`src/rtl/irq_prio_pkg.sv`:
```
// Package: shared sizes and the fixed source ordering of the interrupt
// priority resolver. Assumes at most 16 sources unless IDX_W is widened.
package irq_prio_pkg;

    localparam int NUM_SRC = 16;
    localparam int LVL_W   = 3;
    localparam int IDX_W   = $clog2(NUM_SRC);
    localparam int SEL_W   = 2;

    // Fixed source positions; lower position wins a level tie.
    typedef enum logic [IDX_W-1:0] {
        SRC_ADC     = 4'd0,
        SRC_SER0_TX = 4'd1,
        SRC_SER0_RX = 4'd2,
        SRC_SER1_TX = 4'd3,
        SRC_SER1_RX = 4'd4,
        SRC_TA0     = 4'd5,
        SRC_TA1     = 4'd6,
        SRC_TA2     = 4'd7,
        SRC_TA3     = 4'd8,
        SRC_TA4     = 4'd9,
        SRC_TB0     = 4'd10,
        SRC_TB1     = 4'd11,
        SRC_TB2     = 4'd12,
        SRC_EXT0    = 4'd13,
        SRC_EXT1    = 4'd14,
        SRC_EXT2    = 4'd15
    } src_id_e;

endpackage

```
`src/rtl/irq_src_bank.sv`:
```
// Module: per-source request bits, priority levels and the frozen snapshot
// used during a resolution. Assumes snap_en is only raised when the
// resolver is idle; a set pulse wins over a clear in the same cycle so no
// new event is lost.
module irq_src_bank #(
    parameter int N  = irq_prio_pkg::NUM_SRC,
    parameter int LW = irq_prio_pkg::LVL_W,
    parameter int IW = $clog2(N)
) (
    input  logic                 clk,
    input  logic                 rst_n,
    input  logic [N-1:0]         req_set,
    input  logic [N-1:0]         clr_mask,
    input  logic                 cfg_we,
    input  logic [IW-1:0]        cfg_idx,
    input  logic [LW-1:0]        cfg_lvl,
    input  logic                 snap_en,
    output logic [N-1:0]         req_q,
    output logic [N-1:0]         snap_req,
    output logic [N-1:0][LW-1:0] snap_lvl
);

    generate
        for (genvar g = 0; g < N; g++) begin : g_src
            logic          r_q;
            logic [LW-1:0] l_q;
            logic          sr_q;
            logic [LW-1:0] sl_q;

            // Request bit: set pulse has priority over acceptance clear.
            always_ff @(posedge clk) begin
                if (!rst_n)            r_q <= 1'b0;
                else if (req_set[g])   r_q <= 1'b1;
                else if (clr_mask[g])  r_q <= 1'b0;
            end

            // Priority level: software rewrite through the config port.
            always_ff @(posedge clk) begin
                if (!rst_n)                               l_q <= '0;
                else if (cfg_we && (cfg_idx == IW'(g)))   l_q <= cfg_lvl;
            end

            // Snapshot: frozen copy of request and level for arbitration.
            always_ff @(posedge clk) begin
                if (!rst_n) begin
                    sr_q <= 1'b0;
                    sl_q <= '0;
                end else if (snap_en) begin
                    sr_q <= r_q;
                    sl_q <= l_q;
                end
            end

            assign req_q[g]    = r_q;
            assign snap_req[g] = sr_q;
            assign snap_lvl[g] = sl_q;
        end
    endgenerate

    AST_CLR_ONEHOT: assert property (@(posedge clk) disable iff (!rst_n)
        $onehot0(clr_mask));

endmodule

```
`src/rtl/irq_lat_timer.sv`:
```
// Module: holds the software latency code and runs the resolution
// countdown. Assumes LAT_A is the longest latency and every latency is at
// least 1. done is high in the last busy cycle; the caller registers it.
module irq_lat_timer #(
    parameter int SW    = irq_prio_pkg::SEL_W,
    parameter int LAT_A = 7,
    parameter int LAT_B = 4,
    parameter int LAT_C = 2
) (
    input  logic          clk,
    input  logic          rst_n,
    input  logic          sel_we,
    input  logic [SW-1:0] sel_val,
    input  logic          start,
    output logic          busy,
    output logic          done
);

    localparam int CW = (LAT_A > 2) ? $clog2(LAT_A) : 1;

    logic [SW-1:0] sel_q;
    logic [CW-1:0] cnt_q;
    logic          busy_q;
    logic [CW-1:0] load_val;

    // Latency code register; reset selects the longest latency.
    always_ff @(posedge clk) begin
        if (!rst_n)      sel_q <= '0;
        else if (sel_we) sel_q <= sel_val;
    end

    // Map the code to a countdown preload; unused codes take the shortest.
    always_comb begin
        if (sel_q == SW'(0))      load_val = CW'(LAT_A - 1);
        else if (sel_q == SW'(1)) load_val = CW'(LAT_B - 1);
        else                      load_val = CW'(LAT_C - 1);
    end

    // Countdown: preload on start, end the run when it reaches zero.
    always_ff @(posedge clk) begin
        if (!rst_n) begin
            busy_q <= 1'b0;
            cnt_q  <= '0;
        end else if (start) begin
            busy_q <= 1'b1;
            cnt_q  <= load_val;
        end else if (busy_q && (cnt_q == '0)) begin
            busy_q <= 1'b0;
        end else if (busy_q) begin
            cnt_q  <= cnt_q - 1'b1;
        end
    end

    assign busy = busy_q;
    assign done = busy_q && (cnt_q == '0);

    AST_START_IDLE: assert property (@(posedge clk) disable iff (!rst_n)
        start |-> !busy_q);
    AST_CNT_BOUND: assert property (@(posedge clk) disable iff (!rst_n)
        busy_q |-> (cnt_q <= CW'(LAT_A - 1)));

endmodule

```
`src/rtl/irq_winner.sv`:
```
// Module: combinational arbitration over the frozen snapshot. Highest level
// wins, level 0 never wins, ties go to the lowest position. Assumes the
// inputs are stable for the whole resolution window.
module irq_winner #(
    parameter int N  = irq_prio_pkg::NUM_SRC,
    parameter int LW = irq_prio_pkg::LVL_W,
    parameter int IW = $clog2(N)
) (
    input  logic                 clk,
    input  logic                 rst_n,
    input  logic [N-1:0]         req,
    input  logic [N-1:0][LW-1:0] lvl,
    output logic                 found,
    output logic [IW-1:0]        idx,
    output logic [LW-1:0]        win_lvl
);

    // Ascending scan with strict compare keeps the lowest index on a tie.
    always_comb begin
        found   = 1'b0;
        idx     = '0;
        win_lvl = '0;
        for (int i = 0; i < N; i++) begin
            if (req[i] && (lvl[i] > win_lvl)) begin
                found   = 1'b1;
                idx     = IW'(i);
                win_lvl = lvl[i];
            end
        end
    end

    AST_WIN_QUALIFIED: assert property (@(posedge clk) disable iff (!rst_n)
        found |-> (req[idx] && (lvl[idx] != '0)));

endmodule

```
`src/rtl/irq_prio_resolver.sv`:
```
// Module: top of the interrupt priority resolver. Samples on an opcode
// fetch when idle, waits the programmed latency, holds the winner until an
// instruction boundary, then accepts or drops it against IPL and i_flag.
// Assumes insn_boundary and fetch_strobe are single-cycle indications.
module irq_prio_resolver
    import irq_prio_pkg::*;
#(
    parameter int N_SRC    = NUM_SRC,
    parameter int LVL_BITS = LVL_W,
    parameter int IDX_BITS = $clog2(N_SRC),
    parameter int SEL_BITS = SEL_W,
    parameter int LAT_SLOW = 7,
    parameter int LAT_MID  = 4,
    parameter int LAT_FAST = 2
) (
    input  logic                clk,
    input  logic                rst_n,
    input  logic [N_SRC-1:0]    req_set,
    input  logic                cfg_we,
    input  logic [IDX_BITS-1:0] cfg_idx,
    input  logic [LVL_BITS-1:0] cfg_lvl,
    input  logic                sel_we,
    input  logic [SEL_BITS-1:0] sel_val,
    input  logic                fetch_strobe,
    input  logic                insn_boundary,
    input  logic                i_flag,
    input  logic                ipl_force_we,
    input  logic [LVL_BITS-1:0] ipl_force_val,
    output logic [N_SRC-1:0]    req_pending,
    output logic                busy,
    output logic                res_done,
    output logic                res_found,
    output logic [IDX_BITS-1:0] res_idx,
    output logic                irq_accept,
    output logic [IDX_BITS-1:0] irq_vec,
    output logic [LVL_BITS-1:0] ipl
);

    logic                         snap_en;
    logic                         tmr_busy;
    logic                         tmr_done;
    logic [N_SRC-1:0]             snap_req;
    logic [N_SRC-1:0][LVL_BITS-1:0] snap_lvl;
    logic [N_SRC-1:0]             clr_mask;
    logic                         win_found;
    logic [IDX_BITS-1:0]          win_idx;
    logic [LVL_BITS-1:0]          win_lvl;

    logic                         hold_q;
    logic                         done_q;
    logic                         found_q;
    logic [IDX_BITS-1:0]          idx_q;
    logic [LVL_BITS-1:0]          lvl_q;
    logic                         acc_q;
    logic [IDX_BITS-1:0]          vec_q;
    logic [LVL_BITS-1:0]          ipl_q;
    logic                         accept_now;

    // Sampling pulse only when neither counting nor holding a result.
    assign snap_en = fetch_strobe && !tmr_busy && !hold_q;

    // Acceptance decision at the instruction boundary.
    assign accept_now = hold_q && insn_boundary && !i_flag && (lvl_q > ipl_q);

    // One-hot clear of the accepted source's request bit.
    always_comb begin
        clr_mask = '0;
        if (accept_now) clr_mask[idx_q] = 1'b1;
    end

    irq_src_bank #(
        .N  (N_SRC),
        .LW (LVL_BITS),
        .IW (IDX_BITS)
    ) u_bank (
        .clk      (clk),
        .rst_n    (rst_n),
        .req_set  (req_set),
        .clr_mask (clr_mask),
        .cfg_we   (cfg_we),
        .cfg_idx  (cfg_idx),
        .cfg_lvl  (cfg_lvl),
        .snap_en  (snap_en),
        .req_q    (req_pending),
        .snap_req (snap_req),
        .snap_lvl (snap_lvl)
    );

    irq_lat_timer #(
        .SW    (SEL_BITS),
        .LAT_A (LAT_SLOW),
        .LAT_B (LAT_MID),
        .LAT_C (LAT_FAST)
    ) u_timer (
        .clk     (clk),
        .rst_n   (rst_n),
        .sel_we  (sel_we),
        .sel_val (sel_val),
        .start   (snap_en),
        .busy    (tmr_busy),
        .done    (tmr_done)
    );

    irq_winner #(
        .N  (N_SRC),
        .LW (LVL_BITS),
        .IW (IDX_BITS)
    ) u_win (
        .clk     (clk),
        .rst_n   (rst_n),
        .req     (snap_req),
        .lvl     (snap_lvl),
        .found   (win_found),
        .idx     (win_idx),
        .win_lvl (win_lvl)
    );

    // Result register: capture winner at end of countdown, hold to boundary.
    always_ff @(posedge clk) begin
        if (!rst_n) begin
            done_q  <= 1'b0;
            hold_q  <= 1'b0;
            found_q <= 1'b0;
            idx_q   <= '0;
            lvl_q   <= '0;
        end else begin
            done_q <= tmr_done;
            if (tmr_done) begin
                hold_q  <= win_found;
                found_q <= win_found;
                idx_q   <= win_idx;
                lvl_q   <= win_lvl;
            end else if (insn_boundary) begin
                hold_q  <= 1'b0;
            end
        end
    end

    // Accept pulse and vector towards the CPU.
    always_ff @(posedge clk) begin
        if (!rst_n) begin
            acc_q <= 1'b0;
            vec_q <= '0;
        end else begin
            acc_q <= accept_now;
            if (accept_now) vec_q <= idx_q;
        end
    end

    // IPL: a forced load overrides an acceptance in the same cycle.
    always_ff @(posedge clk) begin
        if (!rst_n)            ipl_q <= '0;
        else if (ipl_force_we) ipl_q <= ipl_force_val;
        else if (accept_now)   ipl_q <= lvl_q;
    end

    assign busy       = tmr_busy;
    assign res_done   = done_q;
    assign res_found  = found_q;
    assign res_idx    = idx_q;
    assign irq_accept = acc_q;
    assign irq_vec    = vec_q;
    assign ipl        = ipl_q;

    AST_DONE_AFTER_BUSY: assert property (@(posedge clk) disable iff (!rst_n)
        res_done |-> $past(busy));
    AST_ACCEPT_GATED: assert property (@(posedge clk) disable iff (!rst_n)
        irq_accept |-> ($past(insn_boundary) && !$past(i_flag)));
    AST_IPL_RISES: assert property (@(posedge clk) disable iff (!rst_n)
        (irq_accept && !$past(ipl_force_we)) |-> (ipl > $past(ipl)));
    AST_IPL_FORCE: assert property (@(posedge clk) disable iff (!rst_n)
        ($past(ipl_force_we) && $past(rst_n)) |-> (ipl == $past(ipl_force_val)));

endmodule

```
`config.mk`:
```
export PLATFORM = sky130hd
export DESIGN_NAME = irq_prio_resolver
export DESIGN_NICKNAME = d
export VERILOG_FILES = /design/src/rtl/irq_prio_pkg.sv /design/src/rtl/irq_src_bank.sv /design/src/rtl/irq_lat_timer.sv /design/src/rtl/irq_winner.sv /design/src/rtl/irq_prio_resolver.sv
export SDC_FILE = /design/constraint.sdc
export NUM_CORES = 1
export LEC_CHECK = 0
export ABC_CLOCK_PERIOD_IN_PS = 38400
export BUFFER_PORTS_ARGS = -buffer_cell sky130_fd_sc_hd__buf_2
export CAP_MARGIN = 15
export CORE_MARGIN = 4
export CORE_UTILIZATION = 35
export DETAILED_ROUTE_END_ITERATION = 16
export GPL_ROUTABILITY_DRIVEN = 1
export SLEW_MARGIN = 25
export SYNTH_ARGS = -nofsm -noshare
export SYNTH_HDL_FRONTEND = slang
export SYNTH_SLANG_ARGS = --single-unit
```
`constraint.sdc`:
```
create_clock -name clk -period 38.4 [get_ports clk]
set_input_delay 5.76 -clock clk [delete_from_list [all_inputs] [get_ports clk]]
set_output_delay 5.76 -clock clk [all_outputs]
set_load 0.02 [all_outputs]
```
Word level (Yosys, flattened, before mapping)
Index checks and enable logic that the tools add are counted.
{ "op_classes": {"addsub": 1, "magnitude_cmp": 19, "eq_ne": 17, "n_mux": 93, "reduce_logical": 66} }
{ "ops": {"columns": ["op", "n"], "rows": [
  ["3-bit two-way mux", 26],
  ["1-bit two-way mux", 54],
  ["3-bit greater-than comparator", 16],
  ["2-bit nonzero test", 20],
  ["1-bit logical AND", 39],
  ["4-bit equality test, second input constant", 8],
  ["4-bit two-way mux", 8],
  ["4-bit by 3-bit equality test with 1-bit output, second input constant", 4],
  ["16-bit two-way mux", 1],
  ["4-bit by 2-bit equality test with 1-bit output, second input constant", 2],
  ["2-bit two-way mux", 3],
  ["4-bit by 5-bit less-than comparator with 1-bit output, second input constant", 1],
  ["1-bit demux with 4-bit select", 1],
  ["4-bit by 1-bit equality test with 1-bit output, second input constant", 1],
  ["4-bit by 1-bit >= comparator with 1-bit output, second input constant", 1],
  ["4-bit zero test", 1],
  ["3-bit by 1-bit greater-than comparator with 1-bit output, second input constant", 1],
  ["1-bit zero test", 3],
  ["3-bit zero test", 1],
  ["3-bit by 1-bit subtractor with 3-bit output, second input constant", 1],
  ["2-bit by 1-bit equality test with 1-bit output, second input constant", 1],
  ["2-bit zero test", 1],
  ["2-bit inequality test, second input constant", 1],
  ["2-bit AND reduction", 1]
]} }
{ "totals": {"regBits": 152, "inputBits": 36, "out_inout_bits": 31} }

Depth between registers and ports, before layout
Gate-level depths: netlist of the first run.
{ "depth": {"depth_word": 49, "depth_mapped": 107} }

Cells and area by module
A second synthesis of the first run with hierarchy kept.
{ "unflattened": {"cells_unflattened": 979, "area_unflattened_um2": 8695.8} }
{ "modules_own_cells": {"columns": ["module", "instances", "cells_each", "area_each_um2", "seq_area_each_um2"], "rows": [
  ["irq_src_bank", 1, 470, 4978.5, 2562.5],
  ["irq_winner", 1, 367, 2496.1, 0.0],
  ["irq_prio_resolver", 1, 109, 905.9, 360.3],
  ["irq_lat_timer", 1, 33, 315.3, 120.1]
]} }

Worst setup path after synthesis of the first run
No wires, ideal clock.
{ "synth_timing": {"kind": "reg2reg", "startpoint": "reg u_bank.g_src[0].sr_q", "endpoint": "reg found_q, in the netlist res_found", "arrival_ns": 18.936, "t_required_ns": 38.270, "path_slack_ns": 19.334, "stages_incl_launch_ff": 103, "cell_sequence": "dfxtp_1 nand2_1 ha_1 nor2b_4 o31a_4 nand2_2 nand2_1 o21ai_0 ha_1 nor2_1 a31oi_1 a211oi_2 mux2_2 ha_1 nor2_1 o21a_1 a221o_1 a21bo_1 [67 not listed] o21ai_0 nand2_1 nand2_1 a31oi_2 mux2_4 ha_1 a21oi_1 maj3_1 and2_1 o31a_1 ha_1 nor2b_1 o21a_1 o211ai_1 and2_1 nand3b_1 o41ai_1 nor2_1"} }
{ "synth_via": {"elab_chain_len": 47, "word_cells_on_any_way": 62} }
{ "synth_lines": {"columns": ["element", "line", "rtl"], "rows": [
  ["start: declaration", "irq_src_bank.sv:27", "logic sr_q;"],
  ["start signal: assignment", "irq_src_bank.sv:49", "sr_q <= r_q;"],
  ["1-bit logical AND (*)", "irq_winner.sv:24", "if (req[i] && (lvl[i] > win_lvl)) begin"],
  ["3-bit two-way mux", "irq_winner.sv:24", null],
  ["3-bit greater-than comparator", "irq_winner.sv:24", null],
  ["1-bit logical AND", "irq_winner.sv:24", null],
  ["3-bit two-way mux", "irq_winner.sv:24", null],
  ["3-bit greater-than comparator", "irq_winner.sv:24", null],
  ["1-bit logical AND", "irq_winner.sv:24", null],
  ["3-bit two-way mux", "irq_winner.sv:24", null],
  ["[31 not listed]", null, null],
  ["1-bit logical AND", "irq_winner.sv:24", null],
  ["3-bit two-way mux", "irq_winner.sv:24", null],
  ["3-bit greater-than comparator", "irq_winner.sv:24", null],
  ["1-bit logical AND", "irq_winner.sv:24", null],
  ["3-bit two-way mux", "irq_winner.sv:24", null],
  ["3-bit greater-than comparator", "irq_winner.sv:24", null],
  ["1-bit logical AND", "irq_winner.sv:24", null],
  ["1-bit two-way mux (*)", "irq_winner.sv:24", null],
  ["end signal: assignment", "irq_prio_resolver.sv:130", "found_q <= win_found;"],
  ["end: declaration", "irq_prio_resolver.sv:51", "logic found_q;"]
]} }
Mark *: on every way between the ends. The rest lies on a longest branch, timed or not.
A chain may end at the register's enable or synchronous reset.

Worst setup path after layout of the first run
{ "layout_timing": {"startpoint": "reg u_bank.g_src[0].sl_q[1]", "endpoint": "reg found_q, in the netlist res_found"} }
{ "layout_via": {"elab_chain_len": 48, "word_cells_on_any_way": 63} }
{ "layout_lines": {"columns": ["element", "line", "rtl"], "rows": [
  ["start: declaration", "irq_src_bank.sv:28", "logic [LW-1:0] sl_q;"],
  ["start signal: assignment", "irq_src_bank.sv:50", "sl_q <= l_q;"],
  ["3-bit by 1-bit greater-than comparator with 1-bit output", "irq_winner.sv:24", null],
  ["1-bit logical AND", "irq_winner.sv:24", null],
  ["3-bit two-way mux", "irq_winner.sv:24", null],
  ["3-bit greater-than comparator", "irq_winner.sv:24", null],
  ["1-bit logical AND", "irq_winner.sv:24", null],
  ["3-bit two-way mux", "irq_winner.sv:24", null],
  ["3-bit greater-than comparator", "irq_winner.sv:24", null],
  ["1-bit logical AND", "irq_winner.sv:24", null],
  ["[32 not listed]", null, null],
  ["1-bit logical AND", "irq_winner.sv:24", null],
  ["3-bit two-way mux", "irq_winner.sv:24", null],
  ["3-bit greater-than comparator", "irq_winner.sv:24", null],
  ["1-bit logical AND", "irq_winner.sv:24", null],
  ["3-bit two-way mux", "irq_winner.sv:24", null],
  ["3-bit greater-than comparator", "irq_winner.sv:24", null],
  ["1-bit logical AND", "irq_winner.sv:24", null],
  ["1-bit two-way mux (*)", "irq_winner.sv:24", null]
]} }
Marks and branches as above.

==> metrics.txt, run 1 <==
# TYPE chip_impl_metric gauge
chip_impl_info{name="status",value="finished, final reports clean"} 1
chip_impl_metric{name="synthToLayoutAreaGrowth",unit="%"} 13.4
chip_impl_metric{name="first_pass_iters",unit=""} 5
chip_impl_metric{name="post_synth_inst_count",unit=""} 1027
chip_impl_info{name="timing.critical_path.to",value="res_found"} 1
chip_impl_metric{name="cts_post_setup_buffers_inserted",unit=""} 0
chip_impl_info{name="tritoncts",value="yes"} 1
chip_impl_info{name="timing.critical_path.to_type",value="flop"} 1
chip_impl_metric{name="synth.mux.area_fraction",unit="%"} 5.86
chip_impl_metric{name="async_reset_ff_share",unit="%"} 0
chip_impl_metric{name="synth.distinct_cells",unit=""} 84
chip_impl_metric{name="drt.antenna.violating_nets",unit=""} 0
chip_impl_metric{name="critPathRequiredTime",unit="ns"} 38.70
chip_impl_metric{name="max-vdd-ir-drop",unit="V"} 0.0000233
chip_impl_metric{name="buffers_on_ports",unit=""} 66
chip_impl_metric{name="wire_length_of_the_first_global_routing_pass",unit="um"} 35800
chip_impl_metric{name="postRouteWirelength",unit="um"} 22100
chip_impl_metric{name="total_setup_violations_reported_at_the_end_of_the_flow",unit=""} 0
chip_impl_info{name="ys_flop_type",value="sky130_fd_sc_hd__dfxtp_1"} 1
chip_impl_metric{name="synth_compound_gate_area_share",unit="%"} 23.1
chip_impl_metric{name="drive_above_1_share",unit="%"} 12.8
chip_impl_metric{name="r2r_setup_slack",unit="ns"} 17.01
chip_impl_metric{name="timing.final.max_slew_violations",unit=""} 0
chip_impl_metric{name="max_freq",unit="GHz"} 0.0467
chip_impl_info{name="cp-start-kind",value="flop"} 1
chip_impl_metric{name="cts_htree_levels",unit=""} 4
chip_impl_metric{name="max_stage_delay",unit="ns"} 0.51
chip_impl_metric{name="insertion_delay",unit="ns"} 0.43
chip_impl_info{name="synth_most_common_cell",value="sky130_fd_sc_hd__nand2_1"} 1
chip_impl_metric{name="synth_adder_area_share",unit="%"} 4.31
chip_impl_metric{name="insertedDiodeCount",unit=""} 0
chip_impl_metric{name="dieWidth",unit="um"} 159
chip_impl_metric{name="finalClockSkew",unit="ns"} 0.0187
chip_impl_info{name="cp-startpoint",value="u_bank.g_src[0].sl_q[1]"} 1
chip_impl_info{name="ys_top_cells_by_count",value="208 x sky130_fd_sc_hd__nand2_1, 152 x sky130_fd_sc_hd__dfxtp_1, 135 x sky130_fd_sc_hd__a21oi_1, 110 x sky130_fd_sc_hd__nor2_1, 41 x sky130_fd_sc_hd__clkbuf_1"} 1
chip_impl_metric{name="syn_avg_cell_area",unit="um^2"} 7.75
chip_impl_metric{name="stdcell_count",unit=""} 1349
chip_impl_metric{name="total_cts_buffers",unit=""} 17
chip_impl_metric{name="final_core_utilization",unit="%"} 40.8
chip_impl_metric{name="wl_per_cell",unit="um"} 16.4
chip_impl_metric{name="die_area",unit="mm^2"} 0.0252
chip_impl_metric{name="clock_sink_count",unit=""} 152
chip_impl_metric{name="fp.coreArea",unit="mm^2"} 0.0221
chip_impl_info{name="main_combinational_cell_family_by_area_after_synthesis",value="simple AND/OR/NAND/NOR gates"} 1
chip_impl_metric{name="slew-limit-headroom",unit="%"} 43.3
chip_impl_metric{name="grt_start_max_net_pins",unit=""} 84
chip_impl_metric{name="remaining_drc_errors",unit=""} 0
chip_impl_metric{name="ratio_of_routed_vias_to_standard_cells",unit=""} 5.42
chip_impl_metric{name="synth_simple_gate_area_share",unit="%"} 23.3
chip_impl_metric{name="detailroute.via_count",unit=""} 7308
chip_impl_metric{name="gp_congestion",unit=""} 0.924
chip_impl_metric{name="finalHoldWorstSlack",unit="ns"} 0.446
chip_impl_info{name="regToRegEndpoint",value="res_found"} 1
chip_impl_metric{name="synth-seq-area-share",unit="%"} 38.2
chip_impl_info{name="rsz0062_at_grt",value="false"} 1
chip_impl_metric{name="hpwl",unit="um"} 15700
chip_impl_metric{name="timing.reg2reg.worst_path_depth",unit=""} 102
chip_impl_metric{name="finalCriticalPeriod",unit="ns"} 21.39
chip_impl_metric{name="synth.top_cell.area_share",unit="%"} 38.2
chip_impl_metric{name="dpl.cell_count",unit=""} 1317
chip_impl_metric{name="dieHeight",unit="um"} 159
chip_impl_metric{name="overflow_after_grt",unit=""} 0
chip_impl_metric{name="floorplan.io_pins",unit=""} 67
chip_impl_metric{name="synth-xor-area-share",unit="%"} 0.110
chip_impl_metric{name="track_usage",unit="%"} 17.2
chip_impl_metric{name="yosysWarningCount",unit=""} 0
chip_impl_metric{name="totalNegativeSetupSlack",unit="ns"} 0
chip_impl_metric{name="via_count_of_the_first_global_routing_pass",unit=""} 6850
chip_impl_metric{name="area_of_the_multi_input_gates",unit="mm^2"} 0.00454
chip_impl_metric{name="synth_area",unit="mm^2"} 0.00796
chip_impl_metric{name="cp.arrival",unit="ns"} 21.69
chip_impl_metric{name="edff_count_synth",unit=""} 0
chip_impl_metric{name="number_of_buffers_inserted_for_hold_repair_after_clock_tree_synthesis",unit=""} 0
chip_impl_metric{name="finalHoldViolCount",unit=""} 0
chip_impl_info{name="timing.rr.start",value="u_bank.g_src[0].sl_q[1]"} 1
chip_impl_info{name="critPathKind",value="reg2reg"} 1
chip_impl_metric{name="pwr_density_cell",unit="mW/mm^2"} 42.6
chip_impl_metric{name="nFillCells",unit=""} 2266
chip_impl_metric{name="cts_buffer_depth",unit=""} 2
chip_impl_info{name="synthDominantAreaCellType",value="sky130_fd_sc_hd__dfxtp_1"} 1
chip_impl_info{name="timing.hold.worst.class",value="reg2reg"} 1
chip_impl_metric{name="synth_seq_cells",unit=""} 152
chip_impl_metric{name="maxCapViolCount",unit=""} 0
chip_impl_metric{name="final_nets",unit=""} 1117
chip_impl_metric{name="seq_area",unit="mm^2"} 0.00304
chip_impl_metric{name="cts-resized-gates",unit=""} 0
chip_impl_info{name="ctsRootBufferMaster",value="sky130_fd_sc_hd__clkbuf_16"} 1
chip_impl_metric{name="fin_crit_sh",unit="%"} 55.7
chip_impl_metric{name="antenna_violations_before_repair",unit=""} 1
chip_impl_metric{name="worst_setup_hold_path_clk_slew",unit="ns"} 0.07
chip_impl_info{name="largest_cells_by_area_after_synthesis",value="sky130_fd_sc_hd__dfxtp_1 38%, sky130_fd_sc_hd__nand2_1 9.8%, sky130_fd_sc_hd__a21oi_1 8.5%"} 1
chip_impl_metric{name="std_cell_rows",unit=""} 54
chip_impl_metric{name="floorplan.initialDensity",unit="%"} 36.0
chip_impl_metric{name="power.static_leakage",unit="uW"} 0.00345
chip_impl_metric{name="worst-slew-pin-transition",unit="ns"} 0.851
chip_impl_metric{name="initialDrtViolationCount",unit=""} 564
chip_impl_info{name="worst_path_max_delay_cell",value="sky130_fd_sc_hd__o221ai_1"} 1
chip_impl_metric{name="worst-path-max-fanout",unit=""} 10
chip_impl_metric{name="synthesis.nets",unit=""} 1088
-- placed cells by master, fill, tap and decap left out, types with 4 or more instances in the layout --
master and count:
sky130_fd_sc_hd__nor2_1 110, sky130_fd_sc_hd__o21ai_1 4, sky130_fd_sc_hd__nand3_1 22, sky130_fd_sc_hd__nand4_1 9, sky130_fd_sc_hd__ha_1 25, sky130_fd_sc_hd__clkinvlp_4 4
sky130_fd_sc_hd__o21ai_0 38, sky130_fd_sc_hd__o21a_1 8, sky130_fd_sc_hd__o21bai_1 6, sky130_fd_sc_hd__a21oi_1 135, sky130_fd_sc_hd__or2_2 5, sky130_fd_sc_hd__a22oi_1 9
sky130_fd_sc_hd__clkbuf_16 17, sky130_fd_sc_hd__o31ai_1 8, sky130_fd_sc_hd__and2_1 10, sky130_fd_sc_hd__mux2i_1 40, sky130_fd_sc_hd__nor3_1 8, sky130_fd_sc_hd__or3_1 6
sky130_fd_sc_hd__o211ai_1 7, sky130_fd_sc_hd__dfxtp_1 152, sky130_fd_sc_hd__nor2b_1 10, sky130_fd_sc_hd__a31oi_1 10, sky130_fd_sc_hd__nand2b_1 8, sky130_fd_sc_hd__inv_1 29
sky130_fd_sc_hd__a21o_1 6, sky130_fd_sc_hd__and3_1 8, sky130_fd_sc_hd__nand2_1 208, sky130_fd_sc_hd__buf_2 66, sky130_fd_sc_hd__a21boi_0 5
-- worst min path at each step --
stage               slack, ns  depth (start not counted)                        to               startpoint
global route             0.47                          2   u_bank.g_src[0].sl_q[2]   u_bank.g_src[0].l_q[2]
detailed placement       0.44                          2   u_bank.g_src[3].sl_q[2]   u_bank.g_src[3].l_q[2]
floorplan                0.43                          2  u_bank.g_src[15].sl_q[0]  u_bank.g_src[15].l_q[0]
global placement         0.44                          2   u_bank.g_src[2].sl_q[0]   u_bank.g_src[2].l_q[0]
CTS                      0.45                          2   u_bank.g_src[0].sl_q[2]   u_bank.g_src[0].l_q[2]
finish                   0.45                          2   u_bank.g_src[6].sl_q[2]   u_bank.g_src[6].l_q[2]
-- critical path, delay by kind of cell (launching register included) --
kind,cells,cell delay [ns]
compound gates,44,9.38
fa+ha+maj,18,5.25
simple gates,37,5.07
mux,3,1.14
flops,1,0.42
-- report_power, final --
| group | internal [uW] | leakage, uW | total [uW] | switching (uW) |
|---|---|---|---|---|
| logic | 11.6 | 0.00192 | 38.5 | 26.9 |
| clock network | 106 | 0.000293 | 176 | 69.4 |
| registers | 163 | 0.00123 | 170 | 6.68 |
-- routing by layer --
| metal | vias to the layer above | wire length, um | global-route usage [%] |
|---|---|---|---|
| met5 | - | 13 | 0 |
| met1 | 3472 | 10600 | 23.4 |
| met2 | 160 | 9960 | 27.0 |
| met3 | 36 | 942 | 2.95 |
| met4 | 2 | 630 | 7.14 |
| li1 | 3638 | - | - |
-- logic make-up (layout without fill, tap and decap cells) --
kind of cell / Yosys count / after routing
xor gates and xnor gates: 1 / 1
AOI/OAI and AO/OA: 287 / 287
muxes: 45 / 45
buffers and inverters: 90 / 132
DFF: 152 / 152
and+or+nand+nor: 424 / 424
adders and majority gates: 28 / 28
-- cell type report --
| class | count | area share [%] |
|---|---|---|
| Tap cell | 280 | 3.88 |
| Inverter | 31 | 1.32 |
| Clock inverter | 13 | 1.87 |
| Multi-Input combinational cell | 785 | 50.3 |
| Clock buffer | 19 | 5.02 |
| Timing Repair Buffer | 69 | 3.91 |
| Sequential cell | 152 | 33.7 |
-- per-stage QoR --
step           total power [uW]  area, um^2  setup WS, ns
2_1_floorplan               199        7960         19.33
3_3_place_gp                212        8400         17.92
3_5_place_dp                212        8400         17.18
4_1_cts                     389        9020         17.15
5_1_grt                     399        9020         14.80
6_report                    384        9020         17.01
-- registers in the layout, summed over array words and instances (netlist names) --
register,cells
hold_q,1
ipl,3
irq_accept,1
irq_vec,4
lvl_q,3
res_done,1
res_found,1
res_idx,4
u_bank.g_src.l_q,48
u_bank.g_src.r_q,16
u_bank.g_src.sl_q,48
u_bank.g_src.sr_q,16
u_timer.busy,1
u_timer.cnt_q,3
u_timer.sel_q,2
No activity file was read; power rests on OpenSTA's default activity.
==> run 2: changes to the inputs <==
ABC_CLOCK_PERIOD_IN_PS = 19000   (was 38400)
clock period = 19 ns   (was 38.4 ns; I/O delays follow)
==> run 2 against run 1 <==
  * Via count rose by 3.4%
  * Combinational power up 110%
  * Utilization rose by 3.6 points
  * Flip-flop and latch count unchanged
  * Worst hold slack improved by 0.0029 ns
  * Clock power grew 94%
  * Clock-buffer cell count shrank 1
  * Largest power group is now registers
  * Design area is 8.8% higher
==> metrics.txt, run 2 (synthesis gave the netlist of run 1 again) <==
# TYPE chip_impl_metric gauge
chip_impl_info{name="timing.critical_path.to_type",value="flop"} 1
chip_impl_metric{name="clock_sink_count",unit=""} 152
chip_impl_metric{name="wire_length_of_the_first_global_routing_pass",unit="um"} 36200
chip_impl_metric{name="wl_per_cell",unit="um"} 16.3
chip_impl_info{name="layout.cells.most_common_list",value="204 x sky130_fd_sc_hd__nand2_1, 151 x sky130_fd_sc_hd__dfxtp_1, 133 x sky130_fd_sc_hd__a21oi_1, 96 x sky130_fd_sc_hd__nor2_1, 66 x sky130_fd_sc_hd__buf_2"} 1
chip_impl_metric{name="cp.arrival",unit="ns"} 18.68
chip_impl_metric{name="fin_crit_sh",unit="%"} 96.8
chip_impl_info{name="maxUsedRoutingLayer",value="met4"} 1
chip_impl_metric{name="number_of_buffers_inserted_for_hold_repair_after_clock_tree_synthesis",unit=""} 0
chip_impl_metric{name="remaining_drc_errors",unit=""} 0
chip_impl_metric{name="total_cts_buffers",unit=""} 17
chip_impl_metric{name="finalPower",unit="uW"} 766
chip_impl_metric{name="std_cell_rows",unit=""} 54
chip_impl_metric{name="buffers_on_ports",unit=""} 66
chip_impl_metric{name="maxCapViolCount",unit=""} 0
chip_impl_metric{name="place_area",unit="mm^2"} 0.00862
chip_impl_metric{name="max_stage_delay",unit="ns"} 0.38
chip_impl_metric{name="slew-limit-headroom",unit="%"} 28.1
chip_impl_metric{name="final_critical_path_setup_slack",unit="ns"} 0.617
chip_impl_metric{name="area_of_the_multi_input_gates",unit="mm^2"} 0.00492
chip_impl_metric{name="worst-slew-pin-transition",unit="ns"} 1.07
chip_impl_metric{name="hpwl",unit="um"} 16000
chip_impl_metric{name="critPathRequiredTime",unit="ns"} 19.29
chip_impl_metric{name="ratio_of_routed_vias_to_standard_cells",unit=""} 5.37
chip_impl_metric{name="max_freq",unit="GHz"} 0.0544
chip_impl_metric{name="dieHeight",unit="um"} 159
chip_impl_info{name="biggestRegsByFlops",value="u_bank.g_src.l_q (48), u_bank.g_src.sl_q (48)"} 1
chip_impl_metric{name="power.static_leakage",unit="uW"} 0.00379
chip_impl_info{name="cp-start-kind",value="flop"} 1
chip_impl_metric{name="final_area",unit="mm^2"} 0.00982
chip_impl_metric{name="worst-path-max-fanout",unit=""} 4
chip_impl_metric{name="finalHoldWorstSlack",unit="ns"} 0.449
chip_impl_metric{name="pre_cts_slack",unit="ns"} -0.720
chip_impl_metric{name="initialDrtViolationCount",unit=""} 557
chip_impl_metric{name="detailroute.via_count",unit=""} 7553
chip_impl_metric{name="postRouteWirelength",unit="um"} 23000
chip_impl_metric{name="drt.antenna.violating_nets",unit=""} 0
chip_impl_metric{name="max-vdd-ir-drop",unit="V"} 0.0000440
chip_impl_metric{name="drt-met1-wl",unit="um"} 10600
chip_impl_metric{name="first_pass_iters",unit=""} 5
chip_impl_metric{name="worst_setup_hold_path_clk_slew",unit="ns"} 0.07
chip_impl_metric{name="stdcell_count",unit=""} 1407
chip_impl_metric{name="nFillCells",unit=""} 2169
chip_impl_metric{name="cts_buffer_depth",unit=""} 2
chip_impl_metric{name="via_count_of_the_first_global_routing_pass",unit=""} 6938
chip_impl_metric{name="finalHoldViolCount",unit=""} 0
chip_impl_metric{name="fp.coreArea",unit="mm^2"} 0.0221
chip_impl_metric{name="insertion_delay",unit="ns"} 0.42
chip_impl_metric{name="antenna_violations_before_repair",unit=""} 0
chip_impl_metric{name="dieWidth",unit="um"} 159
chip_impl_metric{name="track_usage",unit="%"} 17.2
chip_impl_info{name="status",value="finished, final reports clean"} 1
chip_impl_metric{name="synthToLayoutAreaGrowth",unit="%"} 23.4
chip_impl_metric{name="dpl.cell_count",unit=""} 1345
chip_impl_info{name="critPathKind",value="reg2reg"} 1
chip_impl_metric{name="floorplan.io_pins",unit=""} 67
chip_impl_info{name="timing.hold.worst.class",value="reg2reg"} 1
chip_impl_metric{name="wl_met3",unit="um"} 960
chip_impl_metric{name="grt_start_max_net_pins",unit=""} 108
chip_impl_info{name="ctsRootBufferMaster",value="sky130_fd_sc_hd__clkbuf_16"} 1
chip_impl_metric{name="finalCriticalPeriod",unit="ns"} 18.38
chip_impl_metric{name="met2WireLength",unit="um"} 10900
chip_impl_info{name="worst_path_max_delay_cell",value="sky130_fd_sc_hd__ha_2"} 1
chip_impl_info{name="tritoncts",value="yes"} 1
chip_impl_metric{name="finalClockSkew",unit="ns"} 0.0107
chip_impl_metric{name="seq_area",unit="mm^2"} 0.00305
chip_impl_metric{name="overflow_after_grt",unit=""} 0
chip_impl_metric{name="final_nets",unit=""} 1174
chip_impl_metric{name="total_setup_violations_reported_at_the_end_of_the_flow",unit=""} 0
chip_impl_info{name="layout_commonest_cell",value="sky130_fd_sc_hd__nand2_1"} 1
chip_impl_metric{name="drive_above_1_share",unit="%"} 22.3
chip_impl_metric{name="cts_htree_levels",unit=""} 4
chip_impl_metric{name="floorplan.initialDensity",unit="%"} 36.0
chip_impl_metric{name="timing.final.max_slew_violations",unit=""} 0
chip_impl_info{name="worst_path_most_repeated_cell",value="sky130_fd_sc_hd__ha_1"} 1
chip_impl_metric{name="gp_congestion",unit=""} 0.867
chip_impl_metric{name="pwr_density_cell",unit="mW/mm^2"} 78.0
chip_impl_metric{name="die_area",unit="mm^2"} 0.0252
## run 2: cell types whose count changed in the layout (fill, tap and decap cells not counted), sizes merged
cell,change
clkinvlp,-3
clkinv,+3
bufinv,-1
clkbuf,-1
inv,+2
buf,+57
diode,+1
## run 2: final timing paths
kind	slack (ns)	end	startpoint	cells past startpoint
max reg2reg	0.62	hold_q	u_bank.g_src[0].sl_q[1]	102
max	0.62	hold_q	u_bank.g_src[0].sl_q[1]	102
min	0.45	u_bank.g_src[5].sl_q[0]	u_bank.g_src[5].l_q[0]	2
min reg2reg	0.45	u_bank.g_src[5].sl_q[0]	u_bank.g_src[5].l_q[0]	2
## run 2: cell type report
| type | instances | area share [%] |
|---|---|---|
| well taps | 280 | 3.57 |
| flip-flops and latches | 152 | 31.0 |
| multi-input cells | 785 | 50.1 |
| diodes | 1 | 0.0255 |
| clock buffers | 18 | 4.37 |
| inverters | 31 | 1.21 |
| clock inverters | 14 | 1.68 |
| repair buffers | 126 | 7.99 |
## run 2: per-layer routing
metal  track usage, %  vias to the layer above
met2             28.3                      182
met3             2.59                       25
met5                0                        -
li1                 -                     3760
met4             6.07                        0
met1             23.2                     3586
## run 2: critical path: cells and delay by family, from the launching register on
| kind | cells | cell delay [ns] |
|---|---|---|
| buffers and inverters | 1 | 0.17 |
| multiplexers | 3 | 1.02 |
| AND/OR/NAND/NOR | 37 | 4.12 |
| AO/OA/AOI/OAI | 43 | 7.58 |
| flip-flops | 1 | 0.36 |
| adder cells (fa/ha/maj) | 18 | 4.97 |
## run 2: timing repair
| action | 4_1_cts | 5_1_grt |
|---|---|---|
| gates resized for setup | 20 | 69 |
| pin swaps | 13 | 44 |
| setup endpoints to repair | 9 | 9 |
| buffers inserted | 11 | 19 |
## run 2: where the power goes
group          internal (uW)  switching, uW  total (uW)
sequential               330           13.7         344
combinational           25.7           55.0        80.7
clock                    197            144         341
## run 2: per-stage QoR
step | setup TNS (ns) | util [%]
after global routing | -1.43 | 44.4
final | 0 | 44.4
after floorplan | 0 | -
after CTS | 0 | 42.4
after detailed placement | -3.44 | 39.0
after global placement | -0.0246 | 39.0
